### config.mk
export PLATFORM = sky130hd
export DESIGN_NAME = pulse_mismatch_detector
export DESIGN_NICKNAME = d
export VERILOG_FILES = /design/src/rtl/pmd_pkg.sv /design/src/rtl/pmd_sync.sv /design/src/rtl/pmd_edge.sv /design/src/rtl/pmd_matcher.sv /design/src/rtl/pmd_accum.sv /design/src/rtl/pulse_mismatch_detector.sv
export SDC_FILE = /design/constraint.sdc
export NUM_CORES = 1
export LEC_CHECK = 0
export BUFFER_PORTS_ARGS = -buffer_cell sky130_fd_sc_hd__buf_2
export CORE_MARGIN = 10
export CORE_UTILIZATION = 30
export DETAILED_ROUTE_END_ITERATION = 8
export PLACE_DENSITY = 0.5
export SYNTH_ARGS = -nofsm -noshare
export SYNTH_HDL_FRONTEND = slang
export SYNTH_SLANG_ARGS = --single-unit
### constraint.sdc
create_clock -name clk -period 4.1 [get_ports clk]
set_input_delay 0.205 -clock clk [delete_from_list [all_inputs] [get_ports clk]]
set_output_delay 0.205 -clock clk [all_outputs]
set_load 0.05 [all_outputs]
### src/rtl/pmd_pkg.sv
package pmd_pkg;
  localparam int ERR_LIMIT = 3;
  localparam int CNT_W     = $clog2(ERR_LIMIT + 1);

  typedef enum logic [1:0] {
    PEND_NONE = 2'd0,
    PEND_A    = 2'd1,
    PEND_B    = 2'd2
  } pend_e;
endpackage

### src/rtl/pmd_sync.sv
module pmd_sync #(
  parameter int   STAGES  = 2,
  parameter logic RST_VAL = 1'b0
) (
  input  logic clk,
  input  logic rst,
  input  logic d,
  output logic q
);
  logic [STAGES-1:0] chain;

  always_ff @(posedge clk) begin
    if (rst) chain <= {STAGES{RST_VAL}};
    else     chain <= {chain[STAGES-2:0], d};
  end

  assign q = chain[STAGES-1];
endmodule

### src/rtl/pmd_edge.sv
module pmd_edge (
  input  logic clk,
  input  logic rst,
  input  logic a_lvl,
  input  logic b_lvl,
  output logic a_rise,
  output logic b_fall
);
  logic a_prev, b_prev;

  always_ff @(posedge clk) begin
    if (rst) begin
      a_prev <= 1'b0;
      b_prev <= 1'b1;
    end else begin
      a_prev <= a_lvl;
      b_prev <= b_lvl;
    end
  end

  assign a_rise = a_lvl & ~a_prev;
  assign b_fall = ~b_lvl & b_prev;
endmodule

### src/rtl/pmd_matcher.sv
module pmd_matcher
  import pmd_pkg::*;
#(
  parameter int WIN_W = 8
) (
  input  logic             clk,
  input  logic             rst,
  input  logic             en,
  input  logic [WIN_W-1:0] win_len,
  input  logic             a_ev,
  input  logic             b_ev,
  output logic             err_o
);
  pend_e            state, state_n, cur;
  logic [WIN_W-1:0] tmr, tmr_n;

  always_comb begin
    state_n = state;
    tmr_n   = tmr;
    err_o   = 1'b0;
    cur     = state;
    if (!en) begin
      state_n = PEND_NONE;
      tmr_n   = '0;
    end else begin
      // expiry is settled before any edge of this cycle is looked at
      if (state != PEND_NONE && tmr >= win_len) begin
        err_o   = 1'b1;
        cur     = PEND_NONE;
        state_n = PEND_NONE;
        tmr_n   = '0;
      end
      unique case (cur)
        PEND_NONE: begin
          if (a_ev && !b_ev) begin
            state_n = PEND_A;
            tmr_n   = '0;
          end else if (b_ev && !a_ev) begin
            state_n = PEND_B;
            tmr_n   = '0;
          end
        end
        PEND_A: begin
          if (b_ev) begin
            state_n = a_ev ? PEND_A : PEND_NONE;
            tmr_n   = '0;
          end else if (a_ev) begin
            err_o   = 1'b1;
            tmr_n   = '0;
          end else begin
            tmr_n   = tmr + 1'b1;
          end
        end
        PEND_B: begin
          if (a_ev) begin
            state_n = b_ev ? PEND_B : PEND_NONE;
            tmr_n   = '0;
          end else if (b_ev) begin
            err_o   = 1'b1;
            tmr_n   = '0;
          end else begin
            tmr_n   = tmr + 1'b1;
          end
        end
        default: state_n = PEND_NONE;
      endcase
    end
  end

  always_ff @(posedge clk) begin
    if (rst) begin
      state <= PEND_NONE;
      tmr   <= '0;
    end else begin
      state <= state_n;
      tmr   <= tmr_n;
    end
  end

  // an open window never outlives its length
  p_tmr_bounded_r2: assert property (@(posedge clk) disable iff (rst)
    (state != PEND_NONE) |-> (tmr <= win_len));

  // dropping the enable leaves nothing pending
  p_idle_when_off_r7: assert property (@(posedge clk) disable iff (rst)
    !en |=> (state == PEND_NONE));
endmodule

### src/rtl/pmd_accum.sv
module pmd_accum
  import pmd_pkg::*;
(
  input  logic             clk,
  input  logic             rst,
  input  logic             inc,
  output logic [CNT_W-1:0] count,
  output logic             flag
);
  localparam logic [CNT_W-1:0] LIMIT = CNT_W'(ERR_LIMIT);
  logic [CNT_W-1:0] count_n;

  always_comb begin
    count_n = count;
    if (inc && count != LIMIT) count_n = count + 1'b1;
  end

  always_ff @(posedge clk) begin
    if (rst) begin
      count <= '0;
      flag  <= 1'b0;
    end else begin
      count <= count_n;
      flag  <= flag | (count_n == LIMIT);
    end
  end

  p_flag_sticky_r5: assert property (@(posedge clk) disable iff (rst)
    flag |=> flag);

  p_flag_at_limit_r4: assert property (@(posedge clk) disable iff (rst)
    (count == LIMIT) |-> flag);

  p_hold_without_err_r5: assert property (@(posedge clk) disable iff (rst)
    !inc |=> $stable(count));

  p_reset_clears_r6: assert property (@(posedge clk)
    rst |=> (count == '0 && !flag));
endmodule

### src/rtl/pulse_mismatch_detector.sv
module pulse_mismatch_detector
  import pmd_pkg::*;
#(
  parameter int WIN_W       = 8,
  parameter int SYNC_STAGES = 2
) (
  input  logic             clk,
  input  logic             rst,
  input  logic             en,
  input  logic [WIN_W-1:0] win_len,
  input  logic             ca_in,
  input  logic             cb_in,
  output logic             err_flag,
  output logic [CNT_W-1:0] err_count
);
  logic a_lvl, b_lvl, a_rise, b_fall, err_pulse;

  pmd_sync #(.STAGES(SYNC_STAGES), .RST_VAL(1'b0)) u_sync_a (
    .clk(clk), .rst(rst), .d(ca_in), .q(a_lvl));

  pmd_sync #(.STAGES(SYNC_STAGES), .RST_VAL(1'b1)) u_sync_b (
    .clk(clk), .rst(rst), .d(cb_in), .q(b_lvl));

  pmd_edge u_edge (
    .clk(clk), .rst(rst), .a_lvl(a_lvl), .b_lvl(b_lvl),
    .a_rise(a_rise), .b_fall(b_fall));

  pmd_matcher #(.WIN_W(WIN_W)) u_match (
    .clk(clk), .rst(rst), .en(en), .win_len(win_len),
    .a_ev(a_rise), .b_ev(b_fall), .err_o(err_pulse));

  pmd_accum u_acc (
    .clk(clk), .rst(rst), .inc(err_pulse),
    .count(err_count), .flag(err_flag));

  // with detection off the matcher reports nothing
  p_no_err_when_off_r7: assert property (@(posedge clk) disable iff (rst)
    !en |-> !err_pulse);
endmodule

### Yosys cells after proc, flatten, opt, wreduce, memory -nomap -nowiden

Cells that the tools add are included.

* bits in latches: 0
* memories kept: 0
* memory bits (read-only): 0
* memory bits (writable): 0
* output and inout port bits: 3
* flip-flop bits (word level): 19

* mux-type cells: 25
* reduce and logical (&&, ||, !) cells: 9
* $add $sub $neg: 2
* shift operators: 0
* equality and inequality tests: 4
* divide/modulo/power cells: 0
* $mul: 0
* bitwise operators: 6
* $lt $le $gt $ge: 1

Operator list (number)
* two-way mux 8 bit: 7
* case mux 8 bit (3 select lines): 1
* two-way mux 2 bit: 8
* adder 8 x 1 -> 8 bit, second input constant: 1
* >= comparator 8 bit: 1
* two-way mux 1 bit: 7
* case mux 2 bit (3 select lines): 1
* == test 2 bit, second input constant: 2
* logical AND 1 bit: 4
* inverter 1 bit: 3
* adder 2 x 1 -> 2 bit, second input constant: 1
* bitwise AND 1 bit: 2
* == test 2 x 1 -> 1 bit, second input constant: 1
* logical NOT 1 bit: 2
* logical NOT 2 bit: 1
* inequality test 2 bit, second input constant: 1
* case mux 1 bit (2 select lines): 1
* nonzero test 2 bit: 1
* OR reduction 2 bit: 1
* OR 1 bit: 1

### Longest topological paths before layout

* depth after elaboration: 11
* depth in mapped cells: 15
* depth with buffers taken out: 14

### Modules after synthesis

From an unflattened synthesis, not the netlist that was laid out.

* cell total of the unflattened synthesis: 140
* area total of the unflattened synthesis: 1252.5 µm²

Modules (own cells, without submodules)
* pmd_matcher: instances 1, cells each 113, area each 950.9 µm²
* pmd_accum: instances 1, cells each 13, area each 128.9 µm²
* pmd_sync: instances 2, cells each 4, area each 52.6 µm²
* pmd_edge: instances 1, cells each 6, area each 67.6 µm²

### Worst setup path before layout

OpenSTA, ideal clock, no wires.

* kind: register -> register
* start point: reg u_match.tmr[0]
* end point: reg u_match.tmr[7]
* data arrival time: 2.792 ns
* cell stages (with the launch flop): 15
* path buffers: 1
* required time: 4.030 ns
* path slack: 1.238 ns
* period minus slack after synthesis: 2.862 ns
* cell sequence: dfxtp_1 -> inv_1 -> ha_1 -> nand2b_4 -> a2111oi_4 -> o21ai_4 -> nand2_1 -> nand2_1 -> inv_1 -> ha_1 -> nor2_1 -> or3_1 -> buf_2 -> or3_1 -> a21oi_1

* cells in the longest elaborated chain, start to end: 6
* elaborated cells between the ends (all ways): 16
* those cells by class: add/sub (1); order compare (1); eq/ne (2); mux (10); reduce/logical (2)

RTL lines
* start: declaration: line pmd_matcher.sv:15 `logic [WIN_W-1:0] tmr, tmr_n;`
* start signal: assignment: line pmd_matcher.sv:76 `tmr <= tmr_n;`
* >= comparator 8 bit: line pmd_matcher.sv:27 `if (state != PEND_NONE && tmr >= win_len) begin`
* logical AND 1 bit: line pmd_matcher.sv:27
* two-way mux 2 bit or two-way mux 8 bit (tied branches): line pmd_matcher.sv:27
* two-way mux 2 bit or two-way mux 8 bit (tied branches): line pmd_matcher.sv:22, pmd_matcher.sv:38
* == test 2 bit, or another cell as far along: line pmd_matcher.sv:33 `unique case (cur)`
* case mux 8 bit (3 select lines) (*): line pmd_matcher.sv:33

Mark *: on every way between the ends. The rest lies on a longest branch, timed or not. The select of a mux whose other input is x is not followed.
A chain may end at the register's enable or synchronous reset.

### Worst setup path after layout

* start point: reg u_match.tmr[0]
* end point: reg u_match.tmr[6]

The elaborated chain is that of the path after synthesis.

==> key figures <==
Synth
  • Compound-gate portion of the synthesized area: 28.2%
  • Distinct cell type count after synthesis: 41
  • Area leader, netlist: dfxtp_1
  • Fraction of the yosys area taken by sequential cells: 30.0%
  • Adder-cell share of the synthesized area: 13.8%
  • Share of the synthesized netlist area taken by xor and xnor gates: 0%
  • Leading post-synthesis cells by instance count: dfxtp_1 (19), a21oi_1 (14), ha_1 (14), inv_1 (12)
  • Mapped Avg Cell Area: 8.73 um2
  • Synthesis Warnings: 0
  • Multiplexer share of the synthesized area: 0%
  • Synthesized area: 1270 um2
  • Post-Syn Instances: 145
  • Share of the synthesized area in the top cell type: 30.0%
  • Number of flops mapped to enable cells by yosys: 0
  • Number of flip-flops and latches in the synthesized netlist: 19
  • Net Count, Synth: 172
  • Proportion of register bits with asynchronous set or reset after synthesis: 0%
  • Leading cell types by total area after synthesis: dfxtp_1 (30%), ha_1 (14%), a21oi_1 (5.5%)
  • Most repeated cell in the gate-level netlist after synthesis: dfxtp_1
  • Most instantiated flip-flop cell in the synthesis netlist: dfxtp_1
  • Basic-gate share of the synthesized area counting and, or, nand and nor cells: 22.5%
  • Largest family of logic cells by synthesized area: compound AO/OA/AOI/OAI gates

Floorplan
  • Die X-Extent: 85.0 um
  • Number of top-level pins: 16
  • Core region area: 4030 um2
  • Initial Util: 31.4%
  • Die area: 7220 um2
  • Standard-cell rows: 23
  • Die height: 85.0 um

Clocking
  • Resized cells post-CTS: 0
  • Setup Fix Bufs, Post-CTS: 0
  • CTS tree: yes
  • Clock latency on the worst-skew pair: 250 ps
  • Buffer type at the clock tree root: clkbuf_8
  • H-tree depth: 1
  • CTS buffer count: 3
  • Clock Pin Slew Worst Setup and Hold Paths: 70 ps
  • Num Clock Sinks: 19
  • Post-CTS Hold Fix Bufs: 0
  • Deepest clock path buffer count: 2

Cells and area
  • Layout cells sized above 1: 23.6%
  • Layout overhead on the synthesized area: 12.8%
  • Number of nets in the layout: 189
  • Summed area of non-filler cells in the final layout: 1430 um2
  • Ant. Diodes: 0

Setup path
  • Critical path arrival: 3320 ps
  • Top Family by Delay on Critical Path: simple AND/OR/NAND/NOR gates
  • Count of cells along the worst register-to-register path: 14
  • Stage delay of the slowest cell on the critical path: 600 ps
  • Startpoint of the lowest-slack register-to-register path: u_match.tmr[0]
  • Data required time of the worst path: 4280 ps
  • Slowest cell on the critical path: nor3_1
  • Startpoint types: flop
  • Peak fanout along the critical path: 7
  • Reg2reg setup slack: 960 ps
  • Critical path buffers and inverters: 2
  • Ordered list of cells on the worst path: inv_1, ha_1, nand2b_4, a2111oi_4, o21ai_4, nand2_1, nand2_1, inv_1, ha_1, nor2_1, nor3_1, and2_1, o21ai_1, a21oi_1
  • Critical R2R Capture: u_match.tmr[6]
  • Worst Setup Path Type: reg2reg
  • Endpoint type of the worst setup path: flop

Drt
  • Average wire per cell in the routed design: 12.2 um
  • Met2 wirelength from detailed routing: 1.07 mm
  • Highest metal layer with signal wires: met4
  • DRT antenna net count: 0
  • Routed vias/inst: 5.08
  • Number of design-rule violations left by the first detailed-router iteration: 58
  • M1 wire length: 1.38 mm
  • Number of remaining DRC errors: 0
  • Drt total wl: 2.58 mm
  • Detailed route wirelength on metal3: 109 um
  • Number of detailed-route iterations in the first pass: 4
  • Via total after detailed routing: 1071

GRT
  • Maximum number of pins on one net before global-route repair: 11
  • Global-route wire length before repair: 4.67 mm
  • Vias in the first global route: 1070
  • Total Routing Usage GR: 7.43%
  • Global-route congestion overflow total: 0
  • Antenna violations before repair: 0

Power and ir drop
  • Logic gate share of total power: 13.1%
  • Seq pwr share: 52.0%
  • Internal cell power: 0.000277 W
  • Part of the total power dissipated in the clock network: 34.9%
  • Leakage component of the power: 0.603 nW
  • Switching power total: 0.0000869 W
  • Total Power Consumption: 0.000364 W
  • Ratio of total power to cell area: 255 nW/um2
  • Switch share: 23.9%
  • Worst vdd ir: 112 uV

STA
  • Max-slew violation count: 0
  • Final Hold Fails: 0
  • Final setup violation count: 0
  • Final sum of negative setup slack: 0 ps
  • Clock Skews: 2.34 ps
  • Final Cycle Share: 76.6%
  • Max transition margin: 51.7%
  • Setup repair after global routing missed its margin: false
  • Actual slew at the worst max-slew pin: 719 ps
  • Final setup slack of the worst path: 960 ps
  • Highest Clock Rate: 0.318 GHz
  • Post-Route Hold Slack: 136 ps
  • Clock period minus final worst setup slack: 3140 ps

Status
  • Outcome: finished clean

Placed design
  • # port buffers: 15
  • Worst setup slack after placement: 985 ps
  • Placer Congestion: 0.823
  • Detailed placement HPWL: 2.05 mm
  • Placed Area: 1380 um2

Hold path
  • Start point of the worst hold path: cb_in
  • Worst min-delay path category: in2reg
  • Hold Crit Endpoint: u_sync_b.chain[0]
  • Worst Hold Path Cells: 2

Flow run
  • Maximum capacitance violations: 0
## metal layers
| metal | vias to the layer above | track usage, % |
|---|---|---|
| li1 | 546 | - |
| met1 | 498 | 9.83 |
| met2 | 25 | 11.1 |
| met3 | 2 | 2.01 |
| met4 | 0 | 2.84 |
| met5 | - | 0 |
## area by class of cell
type                    instances  area [um2]
fillers                       426        2600
multi-input cells             110         817
flip-flops and latches         19         380
repair buffers                 15        75.1
well taps                      50        62.6
inverters                      13        48.8
clock buffers                   4        45.0
## cells by family (layout without fill, tap and decap cells)
group           Yosys count  in the layout
simple gates             51             51
compound gates           45             45
buf+inv                  16             32
fa+ha+maj                14             14
flops                    19             19
## state kept, by name (all words and copies together) (netlist names)
register        flops
u_sync_b.chain      2
u_edge.a_prev       1
u_edge.b_prev       1
u_sync_a.chain      2
u_match.state       2
u_acc.count         2
u_match.tmr         8
u_acc.flag          1
## stage by stage
| stage | utilization (%) | std cells |
|---|---|---|
| floorplan | - | 145 |
| global placement | 34.3 | 207 |
| detailed placement | 34.3 | 207 |
| CTS | 35.5 | 211 |
| global route | 35.5 | 211 |
| finish | 35.5 | 211 |
## power by group through the flow
stage	sequential (W)	combinational, W	clock, W
2_1_floorplan	0.000194	0.0000358	0
3_3_place_gp	0.000194	0.0000475	0
3_5_place_dp	0.000194	0.0000478	0
4_1_cts	0.000189	0.0000481	0.000133
5_1_grt	0.000190	0.0000539	0.000143
6_report	0.000189	0.0000477	0.000127
## placed cells by master, fill, tap and decap left out, types with 2 or more instances in the layout
cell,n
ha_1,14
clkbuf_8,3
nor2_1,9
o21ai_1,4
nand3_1,4
o211ai_1,3
a21oi_1,14
or2_2,4
and3_2,3
nand2b_2,2
or3_1,4
dfxtp_1,19
and2_1,2
inv_1,12
buf_2,15
o21a_1,2
nor2b_1,5
o21ai_0,8
nor3_1,4
nand2_1,9
## how the worst max path moves through the flow
| stage | from | slack (ps) | depth (start not counted) | to |
|---|---|---|---|---|
| after floorplan | u_match.tmr[0] | 1240 | 14 | u_match.tmr[7] |
| after global placement | u_match.tmr[0] | 1080 | 13 | u_match.tmr[7] |
| after detailed placement | u_match.tmr[0] | 980 | 14 | u_match.tmr[6] |
| after CTS | u_match.tmr[0] | 960 | 14 | u_match.tmr[6] |
| after global routing | u_match.tmr[0] | 630 | 14 | u_match.tmr[6] |
| final | u_match.tmr[0] | 960 | 14 | u_match.tmr[6] |
Note: power is estimated with default switching activity, not from simulation.
